**src/rtl/cfgi2c_pkg.sv**
```systemverilog
package cfgi2c_pkg;

    localparam int BYTE_W = 8;
    localparam int WORD_W = 2 * BYTE_W;
    localparam int NREG   = 3;

    typedef logic [BYTE_W-1:0] byte_t;
    typedef logic [WORD_W-1:0] word_t;

    // Implemented subaddresses and their bank slots
    localparam byte_t SUB_MIX  = 8'h4B;
    localparam byte_t SUB_SYNC = 8'h49;
    localparam byte_t SUB_VIN  = 8'h3F;
    localparam int IDX_MIX  = 0;
    localparam int IDX_SYNC = 1;
    localparam int IDX_VIN  = 2;

    // Field positions inside the words
    localparam int FBO_LSB = 10;
    localparam int FBO_W   = 6;
    localparam int MTX_BIT = 8;
    localparam int SMX_BIT = 7;
    localparam int RBO_W   = 3;
    localparam int ADC_BIT = 3;
    localparam int VIN_W   = 4;

    typedef enum logic [2:0] {
        PH_IDLE,
        PH_ADDR,
        PH_SUB,
        PH_HI,
        PH_LO,
        PH_DROP,
        PH_READ,
        PH_WAIT
    } phase_t;

    typedef struct packed {
        logic [FBO_W-1:0] fb_offset;
        logic             matrix_rgb;
        logic             softmix_fixed;
        logic [RBO_W-1:0] rb_offset;
        logic             sync_adc6;
        logic [VIN_W-1:0] vin_sel;
    } cfg_fields_t;

    function automatic byte_t sub_of(input int idx);
        case (idx)
            IDX_MIX:  return SUB_MIX;
            IDX_SYNC: return SUB_SYNC;
            default:  return SUB_VIN;
        endcase
    endfunction

    function automatic word_t reset_of(input int idx);
        case (idx)
            IDX_MIX: return 16'h8100;
            default: return 16'h0000;
        endcase
    endfunction

endpackage

```
**src/rtl/cfgi2c_line_cond.sv**
```systemverilog
module cfgi2c_line_cond #(
    parameter int SYNC_STAGES = 2
) (
    input  logic clk,
    input  logic rst,
    input  logic scl_i,
    input  logic sda_i,
    output logic scl_lvl,
    output logic sda_lvl,
    output logic scl_rise,
    output logic scl_fall,
    output logic start_evt,
    output logic stop_evt
);
    logic [SYNC_STAGES-1:0] scl_sh;
    logic [SYNC_STAGES-1:0] sda_sh;
    logic                   scl_p;
    logic                   sda_p;

    always_ff @(posedge clk) begin
        if (rst) begin
            scl_sh <= '1;
            sda_sh <= '1;
            scl_p  <= 1'b1;
            sda_p  <= 1'b1;
        end else begin
            scl_sh <= {scl_sh[SYNC_STAGES-2:0], scl_i};
            sda_sh <= {sda_sh[SYNC_STAGES-2:0], sda_i};
            scl_p  <= scl_sh[SYNC_STAGES-1];
            sda_p  <= sda_sh[SYNC_STAGES-1];
        end
    end

    assign scl_lvl   = scl_sh[SYNC_STAGES-1];
    assign sda_lvl   = sda_sh[SYNC_STAGES-1];
    assign scl_rise  = scl_lvl & ~scl_p;
    assign scl_fall  = ~scl_lvl & scl_p;
    assign start_evt = scl_lvl & scl_p & sda_p & ~sda_lvl;
    assign stop_evt  = scl_lvl & scl_p & ~sda_p & sda_lvl;

endmodule

```
**src/rtl/cfgi2c_engine.sv**
```systemverilog
module cfgi2c_engine
    import cfgi2c_pkg::*;
#(
    parameter logic [6:0] DEV_ADDR = 7'h58
) (
    input  logic  clk,
    input  logic  rst,
    input  logic  sda_lvl,
    input  logic  scl_rise,
    input  logic  scl_fall,
    input  logic  start_evt,
    input  logic  stop_evt,
    input  word_t rd_data,
    output byte_t sub_ptr,
    output logic  wr_en,
    output word_t wr_data,
    output logic  sda_oe
);
    localparam logic [3:0] LAST = 4'(BYTE_W);
    localparam logic [3:0] ACKEND = LAST + 4'd1;

    phase_t     phase, phase_nxt;
    logic [3:0] rcnt;
    byte_t      shreg, hi_q, tx;
    word_t      rd_word;
    logic       lo_next;
    logic       active;

    assign active = (phase != PH_IDLE) && (phase != PH_WAIT);

    always_ff @(posedge clk) begin
        if (rst) begin
            phase     <= PH_IDLE;
            phase_nxt <= PH_IDLE;
            rcnt      <= '0;
            shreg     <= '0;
            hi_q      <= '0;
            tx        <= '0;
            rd_word   <= '0;
            lo_next   <= 1'b0;
            sub_ptr   <= '0;
            wr_en     <= 1'b0;
            wr_data   <= '0;
            sda_oe    <= 1'b0;
        end else begin
            wr_en <= 1'b0;
            if (start_evt) begin
                phase     <= PH_ADDR;
                phase_nxt <= PH_ADDR;
                rcnt      <= '0;
                sda_oe    <= 1'b0;
            end else if (stop_evt) begin
                phase     <= PH_IDLE;
                phase_nxt <= PH_IDLE;
                rcnt      <= '0;
                sda_oe    <= 1'b0;
            end else if (active && scl_rise) begin
                if (rcnt < LAST) begin
                    shreg <= {shreg[BYTE_W-2:0], sda_lvl};
                end else if (rcnt == LAST && phase == PH_READ) begin
                    if (sda_lvl) begin
                        phase_nxt <= PH_WAIT;
                    end else begin
                        tx        <= lo_next ? rd_word[BYTE_W-1:0] : rd_word[WORD_W-1:BYTE_W];
                        lo_next   <= ~lo_next;
                        phase_nxt <= PH_READ;
                    end
                end
                rcnt <= rcnt + 4'd1;
            end else if (active && scl_fall) begin
                if (rcnt == LAST) begin
                    // a full byte is in shreg: decide the ninth clock
                    case (phase)
                        PH_ADDR: begin
                            if (shreg[7:1] == DEV_ADDR) begin
                                sda_oe <= 1'b1;
                                if (shreg[0]) begin
                                    rd_word   <= rd_data;
                                    tx        <= rd_data[WORD_W-1:BYTE_W];
                                    lo_next   <= 1'b1;
                                    phase_nxt <= PH_READ;
                                end else begin
                                    phase_nxt <= PH_SUB;
                                end
                            end else begin
                                phase <= PH_WAIT;
                            end
                        end
                        PH_SUB: begin
                            sub_ptr   <= shreg;
                            sda_oe    <= 1'b1;
                            phase_nxt <= PH_HI;
                        end
                        PH_HI: begin
                            hi_q      <= shreg;
                            sda_oe    <= 1'b1;
                            phase_nxt <= PH_LO;
                        end
                        PH_LO: begin
                            wr_en     <= 1'b1;
                            wr_data   <= {hi_q, shreg};
                            sda_oe    <= 1'b1;
                            phase_nxt <= PH_DROP;
                        end
                        PH_DROP: begin
                            sda_oe    <= 1'b1;
                            phase_nxt <= PH_DROP;
                        end
                        default: begin
                            sda_oe <= 1'b0;
                        end
                    endcase
                end else if (rcnt == ACKEND) begin
                    rcnt   <= '0;
                    phase  <= phase_nxt;
                    sda_oe <= (phase_nxt == PH_READ) ? ~tx[BYTE_W-1] : 1'b0;
                end else if (rcnt != 4'd0 && phase == PH_READ) begin
                    tx     <= {tx[BYTE_W-2:0], 1'b0};
                    sda_oe <= ~tx[BYTE_W-2];
                end
            end
        end
    end

endmodule

```
**src/rtl/cfgi2c_regbank.sv**
```systemverilog
module cfgi2c_regbank
    import cfgi2c_pkg::*;
(
    input  logic                  clk,
    input  logic                  rst,
    input  logic                  wr_en,
    input  byte_t                 sub_ptr,
    input  word_t                 wr_data,
    output word_t                 rd_data,
    output logic [NREG-1:0][WORD_W-1:0] regs
);
    for (genvar g = 0; g < NREG; g++) begin : g_reg
        word_t q;
        always_ff @(posedge clk) begin
            if (rst) begin
                q <= reset_of(g);
            end else if (wr_en && sub_ptr == sub_of(g)) begin
                q <= wr_data;
            end
        end
        assign regs[g] = q;
    end

    always_comb begin
        rd_data = '0;
        for (int i = 0; i < NREG; i++) begin
            if (sub_ptr == sub_of(i)) begin
                rd_data = regs[i];
            end
        end
    end

endmodule

```
**src/rtl/cfgi2c_decode.sv**
```systemverilog
module cfgi2c_decode
    import cfgi2c_pkg::*;
(
    input  logic [NREG-1:0][WORD_W-1:0] regs,
    output cfg_fields_t                 fields
);
    word_t w_mix, w_sync, w_vin;

    assign w_mix  = regs[IDX_MIX];
    assign w_sync = regs[IDX_SYNC];
    assign w_vin  = regs[IDX_VIN];

    always_comb begin
        fields.fb_offset     = w_mix[FBO_LSB +: FBO_W];
        fields.matrix_rgb    = w_mix[MTX_BIT];
        fields.softmix_fixed = w_mix[SMX_BIT];
        fields.rb_offset     = w_mix[RBO_W-1:0];
        fields.sync_adc6     = w_sync[ADC_BIT];
        fields.vin_sel       = w_vin[VIN_W-1:0];
    end

endmodule

```
**src/rtl/cfg_i2c_target.sv**
```systemverilog
module cfg_i2c_target
    import cfgi2c_pkg::*;
#(
    parameter logic [6:0] DEV_ADDR    = 7'h58,
    parameter int         SYNC_STAGES = 2
) (
    input  logic       clk,
    input  logic       rst,
    input  logic       scl_i,
    input  logic       sda_i,
    output logic       sda_oe,
    output logic [5:0] fb_offset,
    output logic       matrix_rgb,
    output logic       softmix_fixed,
    output logic [2:0] rb_offset,
    output logic       sync_adc6,
    output logic [3:0] vin_sel
);
    logic  scl_lvl, sda_lvl, scl_rise, scl_fall, start_evt, stop_evt;
    byte_t sub_ptr;
    logic  wr_en;
    word_t wr_data, rd_data;
    logic [NREG-1:0][WORD_W-1:0] regs;
    cfg_fields_t fields;

    cfgi2c_line_cond #(.SYNC_STAGES(SYNC_STAGES)) u_cond (
        .clk       (clk),
        .rst       (rst),
        .scl_i     (scl_i),
        .sda_i     (sda_i),
        .scl_lvl   (scl_lvl),
        .sda_lvl   (sda_lvl),
        .scl_rise  (scl_rise),
        .scl_fall  (scl_fall),
        .start_evt (start_evt),
        .stop_evt  (stop_evt)
    );

    cfgi2c_engine #(.DEV_ADDR(DEV_ADDR)) u_engine (
        .clk       (clk),
        .rst       (rst),
        .sda_lvl   (sda_lvl),
        .scl_rise  (scl_rise),
        .scl_fall  (scl_fall),
        .start_evt (start_evt),
        .stop_evt  (stop_evt),
        .rd_data   (rd_data),
        .sub_ptr   (sub_ptr),
        .wr_en     (wr_en),
        .wr_data   (wr_data),
        .sda_oe    (sda_oe)
    );

    cfgi2c_regbank u_bank (
        .clk     (clk),
        .rst     (rst),
        .wr_en   (wr_en),
        .sub_ptr (sub_ptr),
        .wr_data (wr_data),
        .rd_data (rd_data),
        .regs    (regs)
    );

    cfgi2c_decode u_dec (
        .regs   (regs),
        .fields (fields)
    );

    assign fb_offset     = fields.fb_offset;
    assign matrix_rgb    = fields.matrix_rgb;
    assign softmix_fixed = fields.softmix_fixed;
    assign rb_offset     = fields.rb_offset;
    assign sync_adc6     = fields.sync_adc6;
    assign vin_sel       = fields.vin_sel;

endmodule

```
**config.mk**
```make
export PLATFORM = sky130hd
export DESIGN_NAME = cfg_i2c_target
export DESIGN_NICKNAME = d
export VERILOG_FILES = /design/src/rtl/cfgi2c_pkg.sv /design/src/rtl/cfgi2c_line_cond.sv /design/src/rtl/cfgi2c_engine.sv /design/src/rtl/cfgi2c_regbank.sv /design/src/rtl/cfgi2c_decode.sv /design/src/rtl/cfg_i2c_target.sv
export SDC_FILE = /design/constraint.sdc
export NUM_CORES = 1
export LEC_CHECK = 0
export ABC_AREA = 1
export BUFFER_PORTS_ARGS = -buffer_cell sky130_fd_sc_hd__buf_2
export CORE_MARGIN = 1
export CORE_UTILIZATION = 62
export DETAILED_ROUTE_END_ITERATION = 10
export GPL_TIMING_DRIVEN = 1
export PLACE_DENSITY = 0.8
export SLEW_MARGIN = 20
export SYNTH_ARGS = -nofsm -noshare
export SYNTH_HDL_FRONTEND = slang
export SYNTH_SLANG_ARGS = --single-unit
```
**constraint.sdc**
```tcl
create_clock -name clk -period 2 [get_ports clk]
set_input_delay 0.2 -clock clk [delete_from_list [all_inputs] [get_ports clk]]
set_output_delay 0.2 -clock clk [all_outputs]
set_load 0.05 [all_outputs]
```
Yosys cells after proc, flatten, opt, wreduce, memory -nomap -nowiden
Cells that the tools add are included.

Register bits after elaboration: 131. Bits in latches: 0. Bits in writable memories: 0. ROM bits: 0. Input port bits: 4. Output and inout bits: 17. Logic and storage cells: 170. Memories: 0.

$add $sub $neg: 1. Multipliers: 0. Div/mod/pow operators: 0. Order comparisons: 1. Equality and inequality tests: 32. Shift operators: 0. Mux-type cells: 54. Bitwise gates (word level): 19. Reduce and logical (&&, ||, !) cells: 42.

Operators with widths (number): $mux 8 (12); $mux 16 (3); $mux 3 (11); $reduce_and 6->1 (5); $mux 1 (22); $eq 8x7->1 const B (2); $mux 4 (4); $ne 4x4->1 const B (4); $reduce_bool 4->1 (4); $reduce_bool 2->1 (7); $eq 3x3->1 const B (4); $not 1->1 (12); $pmux 3 s4 (1); $reduce_bool 3->1 (4); $reduce_and 11->1 (1); $ne 2x2->1 const B (5); $reduce_and 10->1 (1); $reduce_and 5->1 (2); $ne 3x1->1 const B (3); $ne 3x3->1 const B (3); $eq 4x4->1 const B (2); $eq 8x6->1 const B (1); $logic_and 1x1->1 (8); $reduce_and 4->1 (2); other kinds (18) (26).

Depth between registers and ports, before layout
Word-level depth: 10. Gate-level depth with buffers: 13. Depth with buffers taken out: 12.

Modules after synthesis
A second synthesis with hierarchy kept.

Cell total of the unflattened synthesis: 1043. Area total of the unflattened synthesis: 6718.9 µm².

By module, submodules not included: cfgi2c_engine (times used 1, cells an instance 573, area each 3703.6 µm², seq. area each 1541.5 µm²); cfgi2c_regbank (times used 1, cells an instance 430, area each 2697.6 µm², seq. area each 960.9 µm²); cfgi2c_line_cond (times used 1, cells an instance 24, area each 197.7 µm², seq. area each 120.1 µm²); cfgi2c_decode (times used 1, cells an instance 16, area each 120.1 µm², seq. area each 0.0 µm²).

Worst setup path after synthesis
OpenSTA, ideal clock, no wires.

Path type: register -> register. Start: register u_engine.rcnt[0]. End: register u_engine.tx[0]. Setup time: 0.113 ns. Arrival: 1.547 ns. Data required time: 1.887 ns. Slack: 0.340 ns. Cell stages (with the launch flop): 13. Buffers on the path: 1. Clock period less this slack: 1.660 ns. Path through: dfxtp_1 -> inv_1 -> ha_1 -> nand3_4 -> inv_2 -> nand2_1 -> nand3_2 -> nand2_1 -> nor2_2 -> nand2_2 -> buf_6 -> nor2_1 -> nor2_1.

Word-level cells in the longest chain between the ends: 4. Elaborated cells on any way between the ends: 17. Classes of those cells: order compare (1); eq/ne (8); mux (3); reduce/logical (5).

RTL lines: from (decl) (line cfgi2c_engine.sv:23) `logic [3:0] rcnt;`; from (signal assigned) (line cfgi2c_engine.sv:69) `rcnt <= rcnt + 4'd1;`; branches (longest 4 deep; another with $lt 4x4->1); to (signal assigned) (line cfgi2c_engine.sv:64) `tx <= lo_next ? rd_word[BYTE_W-1:0] : rd_word[WORD_W-1:BYTE_W];`; to (signal assigned) (line cfgi2c_engine.sv:79) `tx <= rd_data[WORD_W-1:BYTE_W];`; to (signal assigned) (line cfgi2c_engine.sv:118) `tx <= {tx[BYTE_W-2:0], 1'b0};`; to (decl) (line cfgi2c_engine.sv:24) `byte_t shreg, hi_q, tx;`.

Parallel ways; which one is timed is not known. The select of a mux whose other input is x is not followed. A chain may end at the register's enable or synchronous reset.

Worst setup path in the final report
Start: register u_engine.sub_ptr[1]. End: register u_engine.rd_word[2].

Word-level cells in the longest chain between the ends: 4. Elaborated cells on any way between the ends: 6. Classes of those cells: eq/ne (3); mux (3).

RTL lines: from (decl) (line cfgi2c_engine.sv:14) `output byte_t sub_ptr,`; from (signal assigned) (line cfgi2c_engine.sv:90) `sub_ptr <= shreg;`; $eq 8x7->1 (line cfgi2c_regbank.sv:27) `if (sub_ptr == sub_of(i)) begin`; $mux 16 (2 in a row) (line cfgi2c_regbank.sv:27); $mux 16 (*) (line cfgi2c_regbank.sv:27); to (signal assigned) (line cfgi2c_engine.sv:78) `rd_word <= rd_data;`; to (decl) (line cfgi2c_engine.sv:25) `word_t rd_word;`.

Mark *: on every way between the ends. The rest lies on a longest branch, timed or not.

==> impl_results.md <==
* Syn Inst Count at 870
* Max Cap Viol at 0
* Worst-case clock skew at 0.007008 ns
* Fin Setup TNS at 0 ns
* Via density at about 5.5
* Critical path required time at roughly 2.5 ns
* Path type of the worst setup path: flop to flop
* Final setup viols at 0
* Worst Reg2Reg Path Length in Cells at 6
* Overflow after GRT at 0
* DR pass1 iterations at 6
* Area Growth Syn to Fin at 14.37%
* Drt initial violations at between 400 and 500
* Worst-path clk slew at 0.06 ns
* Effective utilization at floorplan at 0.6443
* Clk pwr share at 0.546
* Post-DP HPWL at 9551 um
* Synth warn at 0
* CTS tree: yes
* Internal power at 4.839 mW
* Flop pwr share at 0.431
* PwrDens at just under 900 mW/mm^2
* Worst Hold Class: input pin to flop
* Aggregate global-route resource usage at 0.3128
* Mapped Area at approximately 0.006 sq mm
* Max Transition Viols Final at 0
* Total power at 6.099 mW
* Slew HR at 0.5793
* Seq cells post-synth at approximately 130
* Buffers added on ports at 20
* Area of the multi-input gates at roughly 0.0026 sq mm
* CTS Buf Count at 17
* CP Max Fanout at 10
* Sink Count at around 130
* Clk_lat worst skew at 0.53 ns
* Start of the worst register-to-register path: u_engine.sub_ptr[1]
* Nets@finish at a little under 900
* Post-route ant nets at 0
* Sequential area share after synthesis at 0.4384
* Syn Nets at 877
* CTS Root Cell: clkbuf_8
* FP Rows at 35
* Die height at 100.2 um
* CTS max path bufs at 2
* Share of cells above drive strength 1 at 0.1205
* Critical Path AT at ~2.3 ns
* Tmin final at about 1.9 ns
* Maximum vdd ir drop at 0.0006410 V
* Final Hold Viols at 0
* Crit. End Element: flop
* Leak at 3.043 nW
* Run status: finished, final reports clean
* Combinational Power Share at 0.023
* Vias after detailed routing at ~5600
* Final period util at 0.9355
* R2r endpoint: u_engine.rd_word[2]
* Unrepaired setup endpoints after global routing: false
* Die ar. at between 0.01 and 0.015 sq mm
* NetSw at ~1.3 mW
* Hold WS at 0.4087 ns
* Final GP Congestion at a little over 1
* FMAX at between 500 and 600 MHz
* Util after Layout at 0.7369
* Worst Setup EP: u_engine.rd_word[2]
* Vias in the first global route at 5195
* Crit. Startpoint: u_engine.sub_ptr[1]
* Die width at ~100 um
* Yosys cell types at 33
* CP startpoint kind: flop
* N_diodes at 0
* H-tree levels at 4
* Worst Tran Pin Value at 0.6277 ns
* Reg2Reg Setup Slack at ~0.13 ns
* Overall routed net length at about 15000 um
* Core footprint at 0.009284 sq mm
* Seq. cell area at between 0.002 and 0.003 sq mm
* I/O pin count at 21
* Switching Fraction at 0.2066
* Pin count of the biggest net entering global routing at 81
* Syn_area_per_cell at ~6.9 sq um
* WL/cell at roughly 14 um
* DR DRC count at 0
* Filler cell count at approximately 740
* Initial antenna violation count at 0
* First-pass GRT wire length at 24420 um
cell usage after synthesis, drive strengths merged:
cell / instances / area share
o211ai: 4 / 0.0050
inv: 122 / 0.077
nor3: 8 / 0.0094
buf: 30 / 0.032
nand2: 161 / 0.10
nand4: 7 / 0.0084
xor2: 1 / 0.0015
clkbuf: 20 / 0.013
a211oi: 1 / 0.0013
or2: 5 / 0.0052
o22ai: 8 / 0.0084
nor2: 127 / 0.083
and2: 1 / 0.0010
o21ai: 101 / 0.085
dfxtp: 131 / 0.44
a21oi: 80 / 0.067
nand3: 60 / 0.056
ha: 3 / 0.0063
critical path, cell delays in order (launching register included):
cell	delay, ns
dfxtp_1	0.40
nand2_1	0.14
nor2_2	0.43
nand2_1	0.32
o22ai_1	0.32
nor2_1	0.09
nor2_1	0.11
kinds of logic after synthesis:
| logic type | after synthesis | share of synthesized area |
|---|---|---|
| AOI/OAI and AO/OA | 194 | 0.1667 |
| adders and majority gates | 3 | 0.006276 |
| and+or+nand+nor | 369 | 0.2658 |
| xor gates and xnor gates | 1 | 0.001464 |
| DFF | 131 | 0.4384 |
| buffers and inverters | 172 | 0.1213 |
flip-flops by register name, summed over array words and instances, names as in the netlist:
signal              cells
u_engine.sda_oe         1
u_cond.sda_p            1
u_engine.phase_nxt      3
u_engine.wr_data       16
u_engine.sub_ptr        8
u_engine.phase          3
u_cond.scl_p            1
u_engine.rd_word       16
u_engine.wr_en          1
u_engine.rcnt           4
u_bank.g.q             48
u_engine.hi_q           8
u_cond.sda_sh           2
u_engine.lo_next        1
u_cond.scl_sh           2
u_engine.shreg          8
u_engine.tx             8
per-stage QoR:
step,cells,setup WS [ns],instance area [sq um]
finish,1025,0.1290,6842
global route,1025,0.0006919,6842
CTS,1022,0.07135,6809
detailed placement,987,0.09903,6141
global placement,987,0.2117,6141
floorplan,870,0.3405,5982
worst min-delay path by stage:
| stage | startpoint | to | slack, ns | cells after the start |
|---|---|---|---|---|
| finish | scl_i | u_cond.scl_sh[0] | 0.41 | 3 |
| global placement | sda_i | u_cond.sda_sh[0] | 0.38 | 2 |
| detailed placement | scl_i | u_cond.scl_sh[0] | 0.39 | 2 |
| global route | scl_i | u_cond.scl_sh[0] | 0.40 | 3 |
| CTS | scl_i | u_cond.scl_sh[0] | 0.38 | 3 |
| floorplan | scl_i | u_cond.scl_sh[0] | 0.30 | 1 |
placed cells by master (no fill, tap or decap), types with 6 or more instances in the layout:
cell type,synthesis,routed
inv_2,9,9
inv_1,113,112
nand3_1,55,55
buf_4,15,18
nand4_1,6,6
nand2_1,157,157
o22ai_1,8,8
buf_2,13,20
dfxtp_1,131,131
nor2_1,122,122
clkbuf_16,0,16
a21oi_1,80,80
o21ai_0,95,95
metal layers:
| metal | track usage | share of wire | up-vias |
|---|---|---|---|
| met2 | 0.5158 | 0.48 | 207 |
| met5 | 0 | 0 | - |
| li1 | - | - | 2792 |
| met4 | 0.1059 | 0.020 | 0 |
| met1 | 0.3946 | 0.43 | 2565 |
| met3 | 0.08705 | 0.073 | 28 |
layout make-up:
cell class              count  share of cell area
multi-input cells         567              0.3868
flip-flops and latches    131              0.3833
inverters                 122             0.06767
clock buffers              18             0.06255
repair buffers             43             0.04462
clock inverters            14             0.03072
well taps                 129             0.02359
repair inverters            1           0.0007315
power groups by stage:
stage,clock (mW),combinational (mW),sequential [mW]
final,3.33,0.141,2.63
after global routing,3.48,0.159,2.63
after CTS,3.35,0.138,2.63
after detailed placement,0,0.131,2.68
after global placement,0,0.129,2.68
after floorplan,0,0.0983,2.68
timing repair:
| action | in CTS | in global routing |
|---|---|---|
| resized for setup | 0 | 4 |
| setup buffers | 0 | 2 |
| endpoints found under the setup margin | 0 | 23 |
| hold buffers | 3 | 0 |
| hold endpoints to repair | 6 | 0 |
(Power assumes the default switching activity.)
